--- src/rtl/slpctl_pkg.sv ---
package slpctl_pkg;
  localparam int SLP_EN_BIT = 13;
  localparam int TYPE_LSB   = 10;
  localparam int SCI_BIT    = 0;

  typedef struct packed {
    logic storeWr;
    logic sciSet;
    logic sciClr;
  } ctlStrobes_t;
endpackage

--- src/rtl/slpctl_ctrl.sv ---
module slpctl_ctrl
  import slpctl_pkg::*;
#(
  parameter int REG_W  = 16,
  parameter int TYPE_W = 3,
  parameter int BE_W   = REG_W / 8
) (
  input  logic              clk,
  input  logic              rstN,
  input  logic              wrEn,
  input  logic [BE_W-1:0]   wrByteEn,
  input  logic [REG_W-1:0]  wrData,
  input  logic              sciSetIn,
  input  logic              sciClrIn,
  input  logic [TYPE_W-1:0] hibType,
  output ctlStrobes_t       strobes,
  output logic              powerOffReq,
  output logic              suspendReq,
  output logic              hibernateNote
);
  localparam logic [TYPE_W-1:0] TYPE_OFF  = '0;
  localparam logic [TYPE_W-1:0] TYPE_SUSP = TYPE_W'(1);

  logic              accepted;
  logic              sleepReq;
  logic [TYPE_W-1:0] slpType;
  logic              isProg;
  logic              offNext, suspNext, hibNext;

  assign accepted = wrEn && (&wrByteEn);
  assign sleepReq = accepted && wrData[SLP_EN_BIT];
  assign slpType  = wrData[TYPE_LSB +: TYPE_W];
  assign isProg   = (slpType != TYPE_OFF) && (slpType != TYPE_SUSP)
                    && (slpType == hibType);

  always_comb begin
    strobes.storeWr = accepted;
    strobes.sciSet  = sciSetIn;
    strobes.sciClr  = sciClrIn && !sciSetIn;
    offNext  = sleepReq && ((slpType == TYPE_OFF) || isProg);
    suspNext = sleepReq && (slpType == TYPE_SUSP);
    hibNext  = sleepReq && isProg;
  end

  always_ff @(posedge clk) begin
    if (!rstN) begin
      powerOffReq   <= 1'b0;
      suspendReq    <= 1'b0;
      hibernateNote <= 1'b0;
    end else begin
      powerOffReq   <= offNext;
      suspendReq    <= suspNext;
      hibernateNote <= hibNext;
    end
  end

  // a power-off pulse only follows an accepted sleep write
  a_r4_off_cause: assert property (@(posedge clk) disable iff (!rstN)
    powerOffReq |-> $past(wrEn && (&wrByteEn) && wrData[SLP_EN_BIT]));
  // a hibernate notification always comes with a power-off request
  a_r6_hib_with_off: assert property (@(posedge clk) disable iff (!rstN)
    hibernateNote |-> powerOffReq);
  // suspend and power-off never pulse in the same cycle
  a_r5_exclusive: assert property (@(posedge clk) disable iff (!rstN)
    !(powerOffReq && suspendReq));
  // a write without the sleep bit gives no pulse next cycle
  a_r8_no_pulse: assert property (@(posedge clk) disable iff (!rstN)
    (wrEn && !wrData[SLP_EN_BIT]) |=> !(powerOffReq || suspendReq || hibernateNote));
endmodule

--- src/rtl/slpctl_datapath.sv ---
module slpctl_datapath
  import slpctl_pkg::*;
#(
  parameter int REG_W = 16
) (
  input  logic             clk,
  input  logic             rstN,
  input  ctlStrobes_t      strobes,
  input  logic [REG_W-1:0] wrData,
  output logic [REG_W-1:0] ctlQ
);
  localparam logic [REG_W-1:0] STORE_MASK = ~(REG_W'(1) << SLP_EN_BIT);

  logic [REG_W-1:0] ctlNext;

  always_comb begin
    ctlNext = ctlQ;
    if (strobes.storeWr) ctlNext = wrData & STORE_MASK;
    if (strobes.sciSet)      ctlNext[SCI_BIT] = 1'b1;
    else if (strobes.sciClr) ctlNext[SCI_BIT] = 1'b0;
  end

  always_ff @(posedge clk) begin
    if (!rstN) ctlQ <= '0;
    else       ctlQ <= ctlNext;
  end

  // the set strobe wins on bit 0
  a_r9_set_wins: assert property (@(posedge clk) disable iff (!rstN)
    strobes.sciSet |=> ctlQ[SCI_BIT]);
  // the clear strobe alone clears bit 0
  a_r9_clr: assert property (@(posedge clk) disable iff (!rstN)
    (strobes.sciClr && !strobes.sciSet) |=> !ctlQ[SCI_BIT]);
  // the sleep-enable bit is never seen in the stored word
  a_r2_slp_hidden: assert property (@(posedge clk) disable iff (!rstN)
    strobes.storeWr |=> !ctlQ[SLP_EN_BIT]);
endmodule

--- src/rtl/slpctl_top.sv ---
module slpctl_top
  import slpctl_pkg::*;
#(
  parameter int REG_W  = 16,
  parameter int TYPE_W = 3,
  parameter int BE_W   = REG_W / 8
) (
  input  logic              clk,
  input  logic              rstN,
  input  logic              wrEn,
  input  logic [BE_W-1:0]   wrByteEn,
  input  logic [REG_W-1:0]  wrData,
  output logic [REG_W-1:0]  rdData,
  input  logic              sciSetIn,
  input  logic              sciClrIn,
  input  logic [TYPE_W-1:0] hibType,
  output logic              powerOffReq,
  output logic              suspendReq,
  output logic              hibernateNote
);
  ctlStrobes_t strobes;

  slpctl_ctrl #(.REG_W(REG_W), .TYPE_W(TYPE_W), .BE_W(BE_W)) ctrl_i (
    .clk(clk), .rstN(rstN), .wrEn(wrEn), .wrByteEn(wrByteEn),
    .wrData(wrData), .sciSetIn(sciSetIn), .sciClrIn(sciClrIn),
    .hibType(hibType), .strobes(strobes), .powerOffReq(powerOffReq),
    .suspendReq(suspendReq), .hibernateNote(hibernateNote)
  );

  slpctl_datapath #(.REG_W(REG_W)) dp_i (
    .clk(clk), .rstN(rstN), .strobes(strobes), .wrData(wrData), .ctlQ(rdData)
  );

  // a partial write with no SCI activity leaves everything unchanged
  a_r3_partial_drop: assert property (@(posedge clk) disable iff (!rstN)
    (wrEn && !(&wrByteEn) && !sciSetIn && !sciClrIn)
      |=> ($stable(rdData) && !powerOffReq && !suspendReq));
endmodule

--- config.mk ---
export PLATFORM = sky130hd
export DESIGN_NAME = slpctl_top
export DESIGN_NICKNAME = d
export VERILOG_FILES = /design/src/rtl/slpctl_pkg.sv /design/src/rtl/slpctl_ctrl.sv /design/src/rtl/slpctl_datapath.sv /design/src/rtl/slpctl_top.sv
export SDC_FILE = /design/constraint.sdc
export NUM_CORES = 1
export LEC_CHECK = 0
export ABC_AREA = 0
export BUFFER_PORTS_ARGS = -buffer_cell sky130_fd_sc_hd__buf_2
export CORE_MARGIN = 1.5
export CORE_UTILIZATION = 37
export DETAILED_ROUTE_END_ITERATION = 12
export GPL_TIMING_DRIVEN = 0
export PLACE_DENSITY_LB_ADDON = 0.2
export SLEW_MARGIN = 20
export SYNTH_ARGS = -nofsm -noshare
export SYNTH_HDL_FRONTEND = slang
export SYNTH_SLANG_ARGS = --single-unit
--- constraint.sdc ---
create_clock -name clk -period 0.8 [get_ports clk]
set_input_delay 0.08 -clock clk [delete_from_list [all_inputs] [get_ports clk]]
set_output_delay 0.08 -clock clk [all_outputs]
set_load 0.01 [all_outputs]
Word-level counts from Yosys, hierarchy flattened:

Cells that the tools add are included.

* RAM bits: 0
* output and inout bits: 19
* bits of input ports: 26
* ROM bits: 0
* register bits after elaboration: 18
* logic and storage cells: 25
* latch bits: 0
* memories: 0

* div/mod/pow operators: 0
* multiplexer cells: 3
* eq/ne operators: 3
* shift-type cells: 0
* bitwise logic cells: 0
* add/sub/neg operators: 0
* order comparisons: 0
* multipliers: 0
* reductions and logical operators: 14

Operator list (number)
* logical AND 1 bit: 8
* nonzero test 3 bit: 2
* == test 3 x 1 -> 1 bit, second input constant: 1
* == test 3 bit: 1
* zero test 3 bit: 1
* 2-to-1 mux 1 bit: 3
* != test 3 x 1 -> 1 bit, second input constant: 1
* AND reduction 2 bit: 1
* zero test 1 bit: 1
* logical OR 1 bit: 1

Logic depth before layout (Yosys ltp):

* word-level depth: 5
* mapped depth: 5
* mapped depth without buffers: 3

Modules after synthesis:

From an unflattened synthesis, not the netlist that was laid out.

* cells, all modules: 78
* area total of the unflattened synthesis: 813.3 µm²

Modules (own cells, without submodules)
* slpctl_datapath: sequential area each 300.3 µm², area each 599.3 µm², instances 1, cells each 52
* slpctl_ctrl: sequential area each 60.1 µm², area each 214.0 µm², instances 1, cells each 26

Worst setup path before layout:

Ideal clock, no wire load.

* kind: input -> register
* start: in wrByteEn[0]
* end: reg ctrl_i.hibernateNote
* path buffers: 1
* path slack: -0.042 ns
* arrival: 0.725 ns
* library setup time: 0.117 ns
* stages on the path: 4
* required time: 0.683 ns
* cell sequence: and3_1 > buf_6 > and3_1 > and4b_1

* longest elaborated chain between the ends: 4

Ends and longest elaborated chain
* from (decl): line slpctl_top.sv:11 `input logic [BE_W-1:0] wrByteEn,`
* AND reduction 2 bit: line slpctl_ctrl.sv:30 `assign accepted = wrEn && (&wrByteEn);`
* logical AND 1 bit: line slpctl_ctrl.sv:30
* logical AND 1 bit: line slpctl_ctrl.sv:31 `assign sleepReq = accepted && wrData[SLP_EN_BIT];`
* logical AND 1 bit: line slpctl_ctrl.sv:42 `hibNext = sleepReq && isProg;`
* to (signal assigned): line slpctl_ctrl.sv:53 `hibernateNote <= hibNext;`
* to (decl): line slpctl_ctrl.sv:19 `output logic hibernateNote`

No other way between the ends.
A chain may end at the register's enable or synchronous reset.

Worst setup path after layout:

* start: reg dp_i.ctlQ[0]
* end: out rdData[0]

RTL lines
* from (decl): line slpctl_datapath.sv:10 `output logic [REG_W-1:0] ctlQ`
* from (signal assigned): line slpctl_datapath.sv:25 `else ctlQ <= ctlNext;`
* to (decl): line slpctl_top.sv:13 `output logic [REG_W-1:0] rdData,`

No word-level cell between the ends.

==> results_dict.tcl <==
set metrics [dict create \
    status "finished with violations" \
    violations "setup timing" \
    antenna_cells 0 \
    finalSetupTns_ns -0.2807 \
    clk_pin_slew_worst_paths_ns 0.10 \
    drt_iter0_drc 5 \
    grtUsageTotal_pct 16.86 \
    synth_commonest_cells "nand2_1, dfxtp_1, a21boi_0" \
    num_vias 755 \
    num_rows 16 \
    power_frac_seq_pct 53.7 \
    reg2regPathDepth 2 \
    fin_worst_skew_ns 0 \
    grt_pass1_vias 640 \
    yosys_most_used_dff "dfxtp_1" \
    ff2ff_setup_slack_ns 0.13 \
    timing.final.crit_share_pct 103.0 \
    p_leak_nw 0.5161 \
    wl_per_cell_um 10.40 \
    r2r-end "dp_i.ctlQ[0]" \
    async_flop_share_pct 0 \
    r2r-start "dp_i.ctlQ[0]" \
    endpoint_kind "output pin" \
    pwr-share-comb_pct 15.0 \
    syn_avg_cell_area_um2 8.600 \
    critical-path-top-delay-family "flip-flops" \
    nets 162 \
    htreeDepth 1 \
    antenna_found_initial 0 \
    fin_ws_ns -0.02415 \
    intPower_mw 1.358 \
    worst_ir_drop_vdd_uv 960.2 \
    drv_cap 0 \
    synthSimpleGateAreaFrac_pct 25.92 \
    cts_sinks 18 \
    grt-ovfl-total 0 \
    ys_types 23 \
    place_area_um2 1007 \
    synth_top_area_share_pct 48.16 \
    place.port_buffers 43 \
    required_ns 0.72 \
    die_y_um 47.97 \
    finalMaxSlewViolations 0 \
    cp_max_fo 2 \
    dp_cells 157 \
    synth_edf_count 0 \
    clock.fmax_mhz 1213 \
    post-synth-top-count-cell "nand2_1" \
    final-instance-count-excl-fill 162 \
    postCtsSetupBuffers 0 \
    syn_area_um2 748.2 \
    cts_tree "yes" \
    drt-total-wl_um 1684 \
    synthAdderAreaFrac_pct 0 \
    switching_power_mw 0.4059 \
    syn2layout_area_growth_pct 55.85 \
    insertion_delay_ns 0.29 \
    muxShareOfSynthArea_pct 1.338 \
    synth_compound_area_share_pct 17.22 \
    num-fill-cells 196 \
    path_class "reg -> out" \
    cts_made_buffers 3 \
    synth_top_cell_by_area "dfxtp_1" \
    fin_area_um2 1166 \
    cp_slowest_stage_delay_ns 0.34 \
    cts_root_buf "clkbuf_4" \
    hpwl_um 1195 \
    gp_congestion 0.7679 \
    floorplan.initialDensity_pct 38.53 \
    path_cells "buf_6" \
    rsz0062_at_grt "true" \
    crit_cells 1 \
    cp_data_arrival_time_ns 0.74 \
    hold_path_class "in -> reg" \
    hold_ws_ns 0.01044 \
    cpMaxStageDelayCell "dfxtp_2" \
    core_um2 1942 \
    dieArea_um2 2301 \
    die_w_um 47.97 \
    cts.path.max_buffers 2 \
    yosys.area_share.xor_xnor_pct 1.171 \
    critPathLaunchType "register" \
    hold_path_depth 3 \
    p_total_mw 1.764 \
    drive_gt1_share_pct 51.11 \
    ant_nets 0 \
    pin_count 45 \
    firstDrtPassIters 4 \
    grt_first_pass_wirelength_um 2649 \
    drt_drc_violations_left 0 \
    fin_crit_ns 0.8241 \
    viasPerCell 4.660 \
    ys_ff_latch 18 \
    holdPathEnd "dp_i.ctlQ[9]" \
    synth_area_leaders "dfxtp_1, nand2_1, a21boi_0" \
    finalHoldViolCount 0 \
    synth_warnings 0 \
    switching_share_pct 23.01 \
    syn_nets 113 \
    synth_top_family_by_area "simple AND/OR/NAND/NOR gates" \
    report.final.setup_viol 18 \
    worstHoldStart "wrData[9]" \
    syn-instance-count 87 \
    grt_max_degree 11 \
    p_per_area_nw_per_um2 1513 \
    clkPwrFrac_pct 31.3 \
    path_buf_inv 1 \
    yosysSeqAreaShare_pct 48.16 \
]
## kinds of logic after synthesis
family	after synthesis
simple gates	42
mux	1
compound gates	18
flops	18
buf+inv	6
xor+xnor	1
other cells	1
## repair_timing
action,CTS,global route
hold buffers,1,0
hold endpoints to repair,1,0
gates resized for setup,30,0
setup endpoints to repair,18,18
## metrics by stage
step                util (%)  worst slack [ns]
floorplan                  -          0.007906
global placement       51.87           -0.1309
detailed placement     51.87           -0.1417
CTS                    60.05          -0.03008
global route           60.05          -0.06725
finish                 60.05          -0.02415
## placed cells by master, fill, tap and decap left out
cell type,count
nand2_1,29
buf_2,29
buf_6,17
dfxtp_2,15
a21boi_0,11
a21boi_1,3
nand2b_1,3
clkbuf_4,3
dfxtp_1,3
and3_4,2
nand3_1,2
o21ai_0,2
clkbuf_1,1
nor2_1,1
and3_1,1
inv_1,1
xnor2_1,1
and2_1,1
and4bb_2,1
a221oi_1,1
nor3_1,1
mux2i_1,1
a21oi_1,1
and4b_1,1
buf_4,1
conb_1,1
clkbuf_8,1
dlygate4sd3_1,1
## layout make-up
cell class	instances	area, um^2	area share [%]
flip-flops and latches	18	379.1	32.51
inverters	1	3.754	0.3219
plain buffers	5	38.79	3.326
multi-input cells	63	355.3	30.47
clock buffers	4	36.28	3.112
well taps	27	33.78	2.897
repair buffers	44	319.1	27.36
## power groups by stage
stage / logic, mW / registers (mW) / clock network (mW)
floorplan: 0.0998 / 0.970 / 0
finish: 0.265 / 0.947 / 0.552
CTS: 0.266 / 0.947 / 0.567
global placement: 0.224 / 0.955 / 0
global route: 0.295 / 0.952 / 0.615
detailed placement: 0.232 / 0.956 / 0
## worst reg2reg max path, cell delays in order (launching register included)
cell	delay (ns)
dfxtp_2	0.34
mux2i_1	0.13
o21ai_0	0.10
## state kept, by name, summed over array words and instances, names as in the netlist
name,flops
ctrl_i.powerOffReq,1
ctrl_i.suspendReq,1
ctrl_i.hibernateNote,1
dp_i.ctlQ,15
## routing by layer
layer,GRT usage [%],vias up,wire [um]
met1,19.77,345,689
met4,8.108,0,27
met2,27.73,24,848
met3,5.283,4,119
met5,0,-,0
li1,-,382,-
## how the worst max path moves through the flow
stage                      endpoint          start
6_report                  rdData[0]   dp_i.ctlQ[0]
5_1_grt                   rdData[0]   dp_i.ctlQ[0]
4_1_cts                  rdData[12]  dp_i.ctlQ[12]
3_5_place_dp   ctrl_i.hibernateNote    wrByteEn[0]
3_3_place_gp   ctrl_i.hibernateNote    wrByteEn[0]
2_1_floorplan  ctrl_i.hibernateNote    wrByteEn[0]
No activity file was read; power rests on OpenSTA's default activity.
